==> config.mk <==
export PLATFORM = sky130hd
export DESIGN_NAME = nand_rs_ecc
export DESIGN_NICKNAME = d
export VERILOG_FILES = /design/src/rtl/nand_rs_ecc.sv
export SDC_FILE = /design/constraint.sdc
export NUM_CORES = 1
export LEC_CHECK = 0
export ABC_AREA = 1
export BUFFER_PORTS_ARGS = -buffer_cell sky130_fd_sc_hd__buf_4
export CORE_MARGIN = 2
export CORE_UTILIZATION = 45
export DETAILED_ROUTE_END_ITERATION = 10
export PLACE_DENSITY = 0.7
export SYNTH_ARGS = -nofsm -noshare
export SYNTH_HDL_FRONTEND = slang
export SYNTH_SLANG_ARGS = --single-unit
==> constraint.sdc <==
create_clock -name clk -period 1.7 [get_ports clk]
set_input_delay 0.425 -clock clk [delete_from_list [all_inputs] [get_ports clk]]
set_output_delay 0.425 -clock clk [all_outputs]
set_load 0.01 [all_outputs]
==> src/rtl/nand_rs_ecc.sv <==
module nand_rs_ecc #(
  parameter int SYM_W        = 10,
  parameter logic [SYM_W:0] FIELD_POLY = 11'h409,
  parameter int NPAR         = 6,
  parameter int SECTOR_BYTES = 512,
  parameter int SPARE_BYTES  = 8,
  parameter int ADDR_W       = 4
) (
  input  logic              clk,
  input  logic              rst_n,
  input  logic              ctl_we,
  input  logic [7:0]        ctl_wdata,
  input  logic              din_valid,
  input  logic [7:0]        din,
  input  logic [ADDR_W-1:0] rd_addr,
  output logic [15:0]       rd_data
);
  localparam int TOTAL = SECTOR_BYTES + SPARE_BYTES;
  localparam int CNT_W = $clog2(TOTAL + 1);
  localparam int PW    = NPAR * SYM_W;
  localparam int PKW   = SPARE_BYTES * 8;
  localparam logic [PKW-1:0] PMASK = {{(PKW-PW){1'b0}}, {PW{1'b1}}};

  function automatic logic [SYM_W-1:0] gf_mul(input logic [SYM_W-1:0] a, input logic [SYM_W-1:0] b);
    logic [SYM_W-1:0] p, x;
    p = '0;
    x = a;
    for (int i = 0; i < SYM_W; i++) begin
      if (b[i]) p = p ^ x;
      x = x[SYM_W-1] ? ((x << 1) ^ FIELD_POLY[SYM_W-1:0]) : (x << 1);
    end
    return p;
  endfunction

  function automatic logic [PW-1:0] make_gen();
    logic [SYM_W-1:0] c [NPAR+1];
    logic [SYM_W-1:0] root;
    logic [PW-1:0] r;
    for (int k = 0; k <= NPAR; k++) c[k] = '0;
    c[0] = 1;
    root = 1;
    for (int i = 0; i < NPAR; i++) begin
      for (int k = NPAR; k >= 1; k--) c[k] = c[k-1] ^ gf_mul(c[k], root);
      c[0] = gf_mul(c[0], root);
      root = gf_mul(root, 2);
    end
    for (int k = 0; k < NPAR; k++) r[k*SYM_W +: SYM_W] = c[k];
    return r;
  endfunction

  localparam logic [PW-1:0] GCOEF = make_gen();

  function automatic logic [7:0] rev8(input logic [7:0] v);
    for (int i = 0; i < 8; i++) rev8[i] = v[7-i];
  endfunction

  logic [SYM_W-1:0] rem_q [NPAR];
  logic [CNT_W-1:0] cnt_q;
  logic [PKW-1:0]   spare_q;
  logic             gen_q, feed_q;

  wire clr      = ctl_we & ctl_wdata[7];
  wire in_data  = feed_q & din_valid & (cnt_q < CNT_W'(SECTOR_BYTES));
  wire in_spare = feed_q & din_valid & ~gen_q & (cnt_q >= CNT_W'(SECTOR_BYTES)) & (cnt_q < CNT_W'(TOTAL));
  wire [SYM_W-1:0] fb = {{(SYM_W-8){1'b0}}, din} ^ rem_q[NPAR-1];

  always_ff @(posedge clk or negedge rst_n) begin
    if (!rst_n) begin
      for (int i = 0; i < NPAR; i++) rem_q[i] <= '0;
      cnt_q   <= '0;
      spare_q <= '0;
      gen_q   <= 1'b0;
      feed_q  <= 1'b0;
    end else begin
      if (ctl_we) begin
        gen_q  <= ctl_wdata[6];
        feed_q <= ctl_wdata[5];
      end
      if (clr) begin
        for (int i = 0; i < NPAR; i++) rem_q[i] <= '0;
        cnt_q   <= '0;
        spare_q <= '0;
      end else begin
        if (in_data) begin
          rem_q[0] <= gf_mul(GCOEF[0 +: SYM_W], fb);
          for (int i = 1; i < NPAR; i++)
            rem_q[i] <= rem_q[i-1] ^ gf_mul(GCOEF[i*SYM_W +: SYM_W], fb);
        end
        for (int k = 0; k < SPARE_BYTES; k++)
          if (in_spare && cnt_q == CNT_W'(SECTOR_BYTES + k)) spare_q[8*k +: 8] <= din;
        if (in_data || in_spare) cnt_q <= cnt_q + 1'b1;
      end
    end
  end

  logic [PKW-1:0] calc_p, stor_p, diff_p, gen_view;
  always_comb begin
    calc_p = '0;
    for (int i = 0; i < NPAR; i++) calc_p[(NPAR-1-i)*SYM_W +: SYM_W] = rem_q[i];
    for (int k = 0; k < SPARE_BYTES; k++) stor_p[8*k +: 8] = rev8(spare_q[8*k +: 8]);
  end
  assign diff_p   = (calc_p ^ stor_p) & PMASK;
  assign gen_view = calc_p | ~PMASK;
  wire   mismatch = ~gen_q & (|diff_p);

  always_comb begin
    rd_data = '0;
    for (int k = 0; k < SPARE_BYTES; k++)
      if (rd_addr == ADDR_W'(k))
        rd_data[7:0] = gen_q ? rev8(gen_view[8*k +: 8]) : diff_p[8*k +: 8];
    if (rd_addr == ADDR_W'(SPARE_BYTES)) rd_data[7] = mismatch;
  end

  p_clear_zero_r8: assert property (@(posedge clk) disable iff (!rst_n)
    clr |=> (cnt_q == '0) && (calc_p == '0) && (spare_q == '0));
  p_count_bound_r9: assert property (@(posedge clk) disable iff (!rst_n)
    cnt_q <= CNT_W'(TOTAL));
  p_gen_full_hold_r9: assert property (@(posedge clk) disable iff (!rst_n)
    (gen_q && cnt_q == CNT_W'(SECTOR_BYTES) && !clr) |=> $stable(calc_p));
  p_frozen_hold_r10: assert property (@(posedge clk) disable iff (!rst_n)
    (!feed_q && !clr) |=> $stable(calc_p) && $stable(cnt_q) && $stable(spare_q));
  p_pad_ones_r4: assert property (@(posedge clk) disable iff (!rst_n)
    (gen_q && rd_addr == ADDR_W'(SPARE_BYTES-1)) |-> rd_data[3:0] == 4'hF);
  p_upper_zero_r5: assert property (@(posedge clk) disable iff (!rst_n)
    rd_data[15:8] == 8'h00);
endmodule

### Word-level counts from Yosys, hierarchy flattened

Index checks and enable logic that the tools add are counted.

| storage, ports and cells | value |
|---|---|
| bits in registers | 136 |
| bits of input ports | 24 |
| output and inout bits | 16 |
| logic and storage cells | 335 |

| operators by class | value |
|---|---|
| $add $sub $neg | 1 |
| order comparisons | 3 |
| equality and inequality tests | 16 |
| mux-type cells | 208 |
| bitwise operators | 69 |
| reductions and logical operators | 21 |

Operators by type and width:

| kind | number |
|---|---|
| $mux 10 | 145 |
| $mux 8 | 34 |
| $mux 60 | 2 |
| $mux 9 | 13 |
| $eq 10x10->1 const B | 8 |
| $mux 64 | 1 |
| $reduce_or 60->1 | 1 |
| $xor 60x60->60 | 1 |
| $not 6->6 | 9 |
| $xor 10x10->10 | 5 |
| $mux 7 | 6 |
| $not 5->5 | 7 |
| $not 3->3 | 11 |
| $not 2->2 | 15 |
| $not 7->7 | 4 |
| $lt 10x10->1 const B | 2 |
| $not 4->4 | 5 |
| $reduce_bool 2->1 | 10 |
| $mux 6 | 3 |
| $eq 4x3->1 const B | 4 |
| $not 8->8 | 2 |
| $mux 5 | 3 |
| $add 10x1->10 const B | 1 |
| $ge 10x10->1 const B | 1 |
| 11 further kinds | 25 |

### Longest topological paths before layout

| depth | value |
|---|---|
| depth after elaboration | 43 |
| gate-level depth with buffers | 14 |
| gate-level depth less buffers | 13 |

### Worst setup path before layout

No wires, ideal clock.

| timing | value |
|---|---|
| path type | input to output |
| start | input port rd_addr[3] |
| end | output port rd_data[7] |
| data arrival time | 1.390 ns |
| required time | 1.275 ns |
| slack | -0.115 ns |
| stages on the path | 9 |
| path buffers | 0 |
| cells stage by stage | inv_1 nand2_1 nor2_1 o21ai_0 nor2_1 nor2_1 nand4_1 nand2_1 nand3_1 |

| between the ends | value |
|---|---|
| cells in the longest elaborated chain, start to end | 10 |
| elaborated cells on any way between the ends | 18 |
| those cells by class | eq/ne (8); mux (9); reduce/logical (1) |

RTL lines:

| what | RTL line | source |
|---|---|---|
| from (decl) | 15 | `input logic [ADDR_W-1:0] rd_addr,` |
| $logic_not 4->1 | 109 | `if (rd_addr == ADDR_W'(k))` |
| $mux 8 (8 in series) | 109 |  |
| $mux 1 * | 111 | `if (rd_addr == ADDR_W'(SPARE_BYTES)) rd_data[7] = mismatch;` |
| to (decl) | 16 | `output logic [15:0] rd_data` |

Every way passes the cells marked *; elsewhere a longest branch is shown, timed or not.

### Worst setup path after layout

| timing | value |
|---|---|
| start | register gen_q |
| end | output port rd_data[7] |

| between the ends | value |
|---|---|
| cells in the longest elaborated chain, start to end | 10 |
| elaborated cells on any way between the ends | 19 |
| those cells by class | mux (17); bitwise (2) |

RTL lines:

| what | RTL line | source |
|---|---|---|
| from (decl) | 60 | `logic gen_q, feed_q;` |
| from (signal assigned) | 76 | `gen_q <= ctl_wdata[6];` |
| $mux 8 | 110 | `rd_data[7:0] = gen_q ? rev8(gen_view[8*k +: 8]) : diff_p[8*k +: 8];` |
| $mux 8 (8 in series) | 109 |  |
| $mux 1 * | 111 |  |

Marks and branches as above.

==> results.md <==
- Port Buf Inserts: 26
- Vias: between 10000 and 15000
- FF+latch area: between 0.003 and 0.004 mm2
- Number of fill cells: 1348
- Total power: 27.75 mW
- Antenna viol nets, final: 0
- Most used cell, CP: nor2_1
- Critical path class: flip-flop to primary output
- Die area: about 0.021 mm2
- Tightest Pin Transition: roughly 0.70 ns
- Post-synth EDFFs: 0
- Worst path max stage delay: 0.48 ns
- Synthesis-stage register bit count: around 130
- Max-slew violation total from the final report: 0
- Clock tree buffer depth: 2
- DRC viols: 0
- VDD IR-drop max: 0.9229 mV
- PwrDens: around 1800 mW/mm2
- Post-Syn Area: roughly 0.0091 mm2
- Synth warn: 0
- Post-placement cell count: approximately 1800
- Die width: around 150 um
- Max Clk Rate: about 410 MHz
- Leakage power total: 7.269 nW
- Top post-synthesis cells by area: dfrtp_1 (36%), nand2_1 (19%), xor2_1 (7.0%)
- Max layer used: met4
- Final setup vio count: 127
- DR WL/cell: about 24 um
- CP arrival: roughly 2.0 ns
- Core ar.: just over 0.02 mm2
- Status: finished, violations left
- Hold Path Class: input port to flip-flop
- Total grt overflow: 0
- Area taken by multi-input logic gates: 0.007064 mm2
- Launch point of the worst hold path: ctl_wdata[6]
- Routed wl met3: ~5 mm
- Global-route wire length before repair: between 60 and 70 mm
- CTS sink count: 132
- Synthesis-to-finish area growth: 64.45%
- Vias in the first global route: a little over 10000
- RSZ-0062 raised after global routing: true
- Setup TNS: -36.43 ns
- WHS Endpoint: gen_q
- Finished Layout Cells: 1923
- Internal reg-to-reg setup slack: -0.45 ns
- Crit. End Element: primary output
- Final hold vios: 0
- Area leader, netlist: dfrtp_1
- Worst Reg-to-Reg Cells: 15
- Commonest non-fill, non-tap cell in the layout: nand2_1
- Critical path, cell by cell: buf_12, clkbuf_16, nor2_1, nor2_1, nor2_1, nand4_1, nand2_1, nand3_2, buf_6
- RePlAce Congestion: 1.038
- R2r startpoint: calc_p[0]
- Synth Area per Inst: between 6 and 7 um2
- Maxcap violations: 0
- Total CTS buffers: 17
- Clk_skew: around 0.02 ns
- DR pass1 iterations: 6
- Asr flop ratio synth: 1.000
- Share of cells above drive strength 1: 0.4616
- Period utilisation layout: 1.418
- I/O pin count: 40
- Worst EP required: 1.27 ns
- Reg clk slew, reported paths: approximately 0.060 ns
- Failing checks: negative setup slack
- Crit path launch type: flip-flop
- Clk root buf: clkbuf_16
- NumNets Final: 1668
- Hold Path Depth: 3
- Skew-Pair Late Insertion Delay: roughly 0.45 ns
- Row count: 52
- Crit-path slowest cell: dfrtp_2
- H-tree Lvls: 4
- Rel. slew slack: 0.5338
- Reg2Reg Capture Point: calc_p[29]
- CTS tree: done
- Final HPWL DP: approximately 30 mm
- Min Tclk post-route: 2.411 ns
- Commonest cells after routing, fill and taps aside: nand2_1 (300), buf_4 (242), dfrtp_1 (120)
- Worst setup margin: -0.7110 ns
- Vias/cell: roughly 6
- Post-synth cell types: 43
- Pin count of the biggest net entering global routing: 34
- Maximum fanout along the worst path: 15
- Synth top area share: 0.3611
- Met2 wire len: about 20 mm
- Final wirelength: 47.02 mm
- Gate count after technology mapping: around 1300
- Sequential share of the synthesized area: 0.3611
- Met1 wire length: about 17 mm
- GRT Resource Usage Total: 0.3799
- # diodes: 0
- Initial Util: 0.4550
- Die height: 146.6 um
- Prevailing post-synth register cell: dfrtp_1
- Initial antenna violation count: 0
- Starting DRT DRC Count: roughly 1500
-- how the worst max path moves through the flow --
| stage | startpoint | end | slack, ns |
|---|---|---|---|
| 2_1_floorplan | rd_addr[3] | rd_data[7] | -0.02 |
| 3_3_place_gp | rd_addr[0] | rd_data[6] | -0.45 |
| 3_5_place_dp | rd_addr[2] | rd_data[0] | -0.48 |
| 4_1_cts | spare_q[8] | rd_data[7] | -0.65 |
| 5_1_grt | calc_p[57] | rd_data[7] | -0.78 |
| 6_report | gen_q | rd_data[7] | -0.71 |
-- metrics by stage --
stage                     hold WS, ns  instance area, um2  worst slack, ns  utilization
final                          0.1929               15040          -0.7110       0.7483
after global routing           0.2013               15040          -0.7833       0.7483
after CTS                      0.2041               13150          -0.6457       0.6538
after detailed placement       0.3709               11440          -0.4824       0.5693
after global placement         0.3744               11440          -0.4546       0.5693
after floorplan                0.1294                9185         -0.02174            -
-- state kept, by name, indices dropped and copies added, names as in the netlist --
name     count
gen_q        1
spare_q     60
cnt_q       10
calc_p      60
feed_q       1
-- where the power goes --
group          internal, mW  switching (mW)
clock network          2.13            1.79
logic                  8.06            10.7
registers              3.94            1.11
-- synthesized netlist by cell type (2+ instances only) --
master    instances
buf_6             3
inv_1            98
nand2_1         457
nor2_1          105
nand2_8           2
o21ai_0          61
o21ai_1          64
nand4_1          22
a21oi_1          35
o211ai_1         15
dfrtp_1         132
a211oi_1          7
xnor2_1          31
xor2_1           73
buf_4             9
o21bai_1          2
buf_1             3
clkbuf_1          9
nand2_4           6
buf_2            24
inv_2            16
nand3_1          72
nand2_2          25
nor3_1            7
o22ai_1          23
ha_1              4
-- worst max-delay path: cells and delay by family, from the launching register on --
family | cells | cell delay, ns
and+or+nand+nor | 6 | 0.61
DFF | 1 | 0.48
buffers and inverters | 3 | 0.46
-- what timing repair did --
| item | 4_1_cts | 5_1_grt |
|---|---|---|
| hold buffers | 1 | 0 |
| cloned | 4 | 8 |
| pin swaps | 67 | 141 |
| hold endpoints to repair | 26 | 0 |
| gates resized for setup | 207 | 409 |
| endpoints found under the setup margin | 51 | 130 |
| buffers inserted | 29 | 41 |
-- per-layer routing --
layer | vias up | track usage
met3 | 281 | 0.1119
li1 | 4879 | -
met2 | 842 | 0.5833
met5 | - | 0
met4 | 0 | 0.2131
met1 | 5519 | 0.4811
-- layout make-up --
class	instances	area share
Timing Repair inverter	3	0.001913
Clock buffer	18	0.02919
Sequential cell	132	0.2206
Inverter	115	0.03527
Timing Repair Buffer	336	0.2109
Tap cell	270	0.02246
Clock inverter	14	0.01006
Multi-Input combinational cell	1035	0.4696
-- logic make-up after synthesis --
kind of cell,after synthesis,synth area share
flops,132,0.3611
compound gates,212,0.1280
buf+inv,163,0.07660
other cells,1,0.0004099
mux,1,0.001231
xor+xnor,106,0.1031
fa+ha+maj,4,0.005471
simple gates,703,0.3240
No activity file was read; power rests on OpenSTA's default activity.
